[src/rtl/seq_pkg.sv]
package seq_pkg;
  localparam int STEP_W = 2;

  typedef enum logic [STEP_W-1:0] {
    ST_FETCH = 2'd0,
    ST_EX0   = 2'd1,
    ST_EX1   = 2'd2,
    ST_SPARE = 2'd3
  } step_e;
endpackage

[src/rtl/seq_step_ctr.sv]
module seq_step_ctr #(
  parameter int W = 2
) (
  input  logic         clk,
  input  logic         rst_n,
  input  logic         clear,
  output logic [W-1:0] step
);
  localparam logic [W-1:0] ONE = W'(1);

  always_ff @(posedge clk or negedge rst_n) begin
    if (!rst_n)     step <= '0;
    else if (clear) step <= '0;
    else            step <= step + ONE;
  end

  AST_CLEAR_TO_FETCH: assert property (@(posedge clk) disable iff (!rst_n)
    clear |=> (step == '0));
  AST_STEP_ADVANCE: assert property (@(posedge clk) disable iff (!rst_n)
    !clear |=> (step == $past(step) + ONE));
endmodule

[src/rtl/seq_decode.sv]
module seq_decode
  import seq_pkg::*;
#(
  parameter int OPC_W = 3,
  parameter int FUNC_W = 4,
  parameter logic [OPC_W-1:0] IND_OPC = 3'b110
) (
  input  logic [STEP_W-1:0] step,
  input  logic [OPC_W-1:0]  opcode,
  output logic              ir_load,
  output logic              pc_inc,
  output logic              addr_sel,
  output logic              reg_wr,
  output logic              tmp_wr,
  output logic [FUNC_W-1:0] func_sel,
  output logic              clear
);
  logic [FUNC_W-1:0] op_func;
  logic              is_ind;

  generate
    if (FUNC_W > OPC_W) begin : g_pad
      assign op_func = {{(FUNC_W-OPC_W){1'b0}}, opcode};
    end else begin : g_trunc
      assign op_func = opcode[FUNC_W-1:0];
    end
  endgenerate

  assign is_ind = (opcode == IND_OPC);

  always_comb begin
    ir_load  = 1'b0;
    pc_inc   = 1'b0;
    addr_sel = 1'b0;
    reg_wr   = 1'b0;
    tmp_wr   = 1'b0;
    func_sel = '0;
    clear    = 1'b0;
    unique case (step_e'(step))
      ST_FETCH: begin
        ir_load = 1'b1;
        pc_inc  = 1'b1;
      end
      ST_EX0: begin
        if (is_ind) begin
          addr_sel = 1'b1;
          tmp_wr   = 1'b1;
        end else begin
          reg_wr   = 1'b1;
          func_sel = op_func;
          clear    = 1'b1;
        end
      end
      ST_EX1: begin
        addr_sel = 1'b1;
        reg_wr   = 1'b1;
        clear    = 1'b1;
      end
      default: clear = 1'b1;
    endcase
  end

  always_comb begin
    if (step == ST_FETCH)
      AST_FETCH_NO_END: assert (!clear && !reg_wr && !tmp_wr);
    if (step == ST_SPARE)
      AST_SPARE_QUIET: assert (clear && !reg_wr && !tmp_wr && !ir_load);
  end
endmodule

[src/rtl/hw_sequencer.sv]
module hw_sequencer
  import seq_pkg::*;
(
  input  logic        clk,
  input  logic        rst_n,
  input  logic [2:0]  opcode,
  output logic        ir_load,
  output logic        pc_inc,
  output logic        addr_sel,
  output logic        reg_wr,
  output logic        tmp_wr,
  output logic [3:0]  func_sel,
  output logic [1:0]  step
);
  localparam int OPC_W  = 3;
  localparam int FUNC_W = 4;
  localparam logic [OPC_W-1:0] IND_OPC = 3'b110;

  logic clear;

  seq_step_ctr #(.W(STEP_W)) u_ctr (
    .clk   (clk),
    .rst_n (rst_n),
    .clear (clear),
    .step  (step)
  );

  seq_decode #(.OPC_W(OPC_W), .FUNC_W(FUNC_W), .IND_OPC(IND_OPC)) u_dec (
    .step     (step),
    .opcode   (opcode),
    .ir_load  (ir_load),
    .pc_inc   (pc_inc),
    .addr_sel (addr_sel),
    .reg_wr   (reg_wr),
    .tmp_wr   (tmp_wr),
    .func_sel (func_sel),
    .clear    (clear)
  );

  AST_IND_CONTINUES: assert property (@(posedge clk) disable iff (!rst_n)
    (step == 2'd1 && opcode == IND_OPC) |=> (step == 2'd2));
  AST_SIMPLE_ENDS: assert property (@(posedge clk) disable iff (!rst_n)
    (step == 2'd1 && opcode != IND_OPC) |=> (step == 2'd0));
  AST_EX1_ENDS: assert property (@(posedge clk) disable iff (!rst_n)
    (step == 2'd2) |=> (step == 2'd0));
  AST_NO_SPARE: assert property (@(posedge clk) disable iff (!rst_n)
    step != 2'd3);
  AST_WR_EXCL: assert property (@(posedge clk) disable iff (!rst_n)
    !(reg_wr && tmp_wr) && (!ir_load || step == 2'd0));
endmodule

[config.mk]
export PLATFORM = sky130hd
export DESIGN_NAME = hw_sequencer
export DESIGN_NICKNAME = d
export VERILOG_FILES = /design/src/rtl/seq_pkg.sv /design/src/rtl/seq_step_ctr.sv /design/src/rtl/seq_decode.sv /design/src/rtl/hw_sequencer.sv
export SDC_FILE = /design/constraint.sdc
export NUM_CORES = 1
export LEC_CHECK = 0
export ABC_AREA = 0
export CORE_AREA = 2 2 39 41
export DETAILED_ROUTE_END_ITERATION = 10
export DIE_AREA = 0 0 41 43
export GPL_TIMING_DRIVEN = 0
export PLACE_DENSITY = 0.48
export SYNTH_ARGS = -nofsm -noshare
export SYNTH_HDL_FRONTEND = slang
export SYNTH_HIERARCHICAL = 1
export SYNTH_SLANG_ARGS = --single-unit
[constraint.sdc]
create_clock -name clk -period 2.14 [get_ports clk]
set_input_delay 0.428 -clock clk [delete_from_list [all_inputs] [get_ports clk]]
set_output_delay 0.428 -clock clk [all_outputs]
set_load 0.03 [all_outputs]
==> results.txt <==
fmax = 0.487 GHz
Sw Ratio = 51.9%
Critical Path, Cell by Cell = clkdlybuf4s50_1 > and4b_4 > dlygate4sd2_1
Final Slew Violations = 0
number of synthesized register bits = 2
H-tree Lvls = 1
max-cap viol count = 0
Cell variety after synth = 13
Clock power frac = 15.1%
Final min period = 2050 ps
Worst EP arrival = 1630 ps
P&R area growth vs syn = 86.1%
worst skew pair latency = 220 ps
core area = 0.00138 mm²
Synth top area share = 24.2%
synth top area cells = dfrtp_1 24%, ha_1 18%, a21oi_1 7.3%
CP Depth = 3
Seq pwr share = 13.2%
Num CTS Buffers = 3
ant diodes = 0
CP Data Required Time = 1710 ps
root buffer cell = clkbuf_4
hold buffers post-CTS = 0
FP Rows = 14
I/O pin cnt = 16
status = finished clean
vias in the first global route = 248
Core Util, Final = 27.8%
Sink Count = 2
Die Y = 43 µm
buffers and inverters on the worst path = 2
Mapped Cells = 27
Top delay family on crit path = buffers and inverters
total grt overflow = 0
layout cell share with drive strength beyond 1 = 20.5%
Power Density = 1380 mW/mm²
Nets = 54
largest reg by FF count = u_ctr/step
hold slack = 375 ps
PortBufs = 14
max reg flops = 2
final setup violation count = 0
post-synthesis cell area = 206 µm²
initial detailed-routing violation count = 5
crit path launch type = input pin
initial antenna violation count = 0
Largest regs = u_ctr/step x2
Mapped Nets = 35
Fin Clk Skew = 1.81 ps
Hold Fails Final Rpt = 0
Ys Warns = 6
Routed WL = 537 µm
Clock transition at path regs = 30 ps
Seq/Total Area, Yosys = 24.2%
RSZ-0062 raised after global routing = false
Final GP Congestion = 0.599
die width = 41 µm
Worst Setup Path Type = in2out
Routed Antenna Nets = 0
via count = 227
first-pass iteration count of the detailed router = 4
leakage power = 0.222 nW
CP endpoint = tmp_wr
Sw Pwr = 0.275 mW
flop2flop setup slack = 890 ps
leading area contributor after synthesis = dfrtp_1
most frequent cells in the layout = 6 x clkdlybuf4s50_1, 5 x dlygate4sd2_1, 4 x inv_1, 4 x nand2_1
clk buf depth = 2
r2r endpoint = u_ctr/step[1]
CP Launch Point = opcode[2]
DRC violations left = 0
vias per inst = 3.78
CP max FO = 4
wire per inst = 8.95 µm
post-DP HPWL = 405 µm
initial cell density of the core = 14.9%
cells on worst reg2reg path = 5
fin crit share = 96.0%
syn_area_per_cell = 7.65 µm²
GR Util All Layers = 7.43%
Die ar. = 0.00176 mm²
CTS tree = done
CP Capture Type = output pin
first-pass GRT wire length = 890 µm
launching point of the worst reg2reg path = u_ctr/step[1]
Gate power share = 71.7%
most common cell after layout, fill and taps aside = clkdlybuf4s50_1
Max IR drop VDD = 0.496 mV
Worst path max stage delay = 520 ps
Worst Hold Class = in2async
largest net degree at the start of global routing = 6
slowest CP cell = clkdlybuf4s50_1
internal power = 0.254 mW
[power by group through the flow]
stage | registers [mW] | logic, mW | clock network, mW
global route | 0.0741 | 0.413 | 0.0885
global placement | 0.0709 | 0.417 | 0
detailed placement | 0.0706 | 0.417 | 0
floorplan | 0.0941 | 0.234 | 0
CTS | 0.0705 | 0.384 | 0.0852
finish | 0.0700 | 0.379 | 0.0798
[metrics by stage]
stage / total power, mW / cell area (µm²) / std cells / TNS (ps) / setup slack [ps]
5_1_grt: 0.575 / 384 / 60 / 0 / 14.5
4_1_cts: 0.540 / 383 / 60 / 0 / 26.4
3_3_place_gp: 0.488 / 367 / 57 / -1010 / -288
6_report: 0.529 / 384 / 60 / 0 / 86.2
3_5_place_dp: 0.488 / 367 / 57 / -995 / -282
2_1_floorplan: 0.328 / 206 / 27 / 0 / 7.02
[worst register-to-register path, delay by kind of cell (launching register included)]
kind | cells | cell delay [ps]
flops | 1 | 400
simple gates | 2 | 280
fa+ha+maj | 1 | 200
compound gates | 1 | 170
buf+inv | 1 | 80
[cell families after synthesis]
kind of cell | count (synthesis) | synth area share, %
adders and majority gates | 3 | 18.2
AOI/OAI and AO/OA | 5 | 13.3
xor gates and xnor gates | 1 | 4.24
buffers and inverters | 6 | 14.5
and+or+nand+nor | 9 | 23.6
other | 1 | 1.82
DFF | 2 | 24.2
[worst min path at each step]
stage                  startpoint            end  slack, ps  cells after the start
global route                rst_n  u_ctr/step[0]        380                      1
detailed placement  u_ctr/step[0]  u_ctr/step[0]        520                      1
global placement    u_ctr/step[0]  u_ctr/step[0]        530                      1
floorplan                   rst_n  u_ctr/step[0]        130                      0
CTS                         rst_n  u_ctr/step[0]        370                      1
finish                      rst_n  u_ctr/step[0]        380                      1
[area by class of cell]
| cell class | count | area [µm²] |
|---|---|---|
| inverter | 4 | 15.0 |
| buffer | 2 | 15.0 |
| clock buffer | 3 | 22.5 |
| sequential | 2 | 50.0 |
| multi-input combinational | 19 | 129 |
| tap | 16 | 20.0 |
| fill | 163 | 1000 |
| timing repair buffer | 14 | 133 |
[cell usage after synthesis (all sizes together)]
cell type	count
o21ai	1
a21oi	3
inv	4
and4b	1
nor2	3
buf	2
dfrtp	2
ha	3
nand2	4
and3b	1
o21a	1
xnor2	1
conb	1
[routing by layer]
metal | part of all wire [%] | global-route usage, %
met4 | 0 | 6.00
met2 | 38 | 9.69
met1 | 52 | 9.65
met5 | 0 | 0
met3 | 9.7 | 2.09
[repair_timing]
action	CTS	global route
endpoints found under the setup margin	7	4
hold endpoints to repair	0	0
setup buffers	0	0
gates resized for setup	9	5
Power figures use the tool's default switching activity.
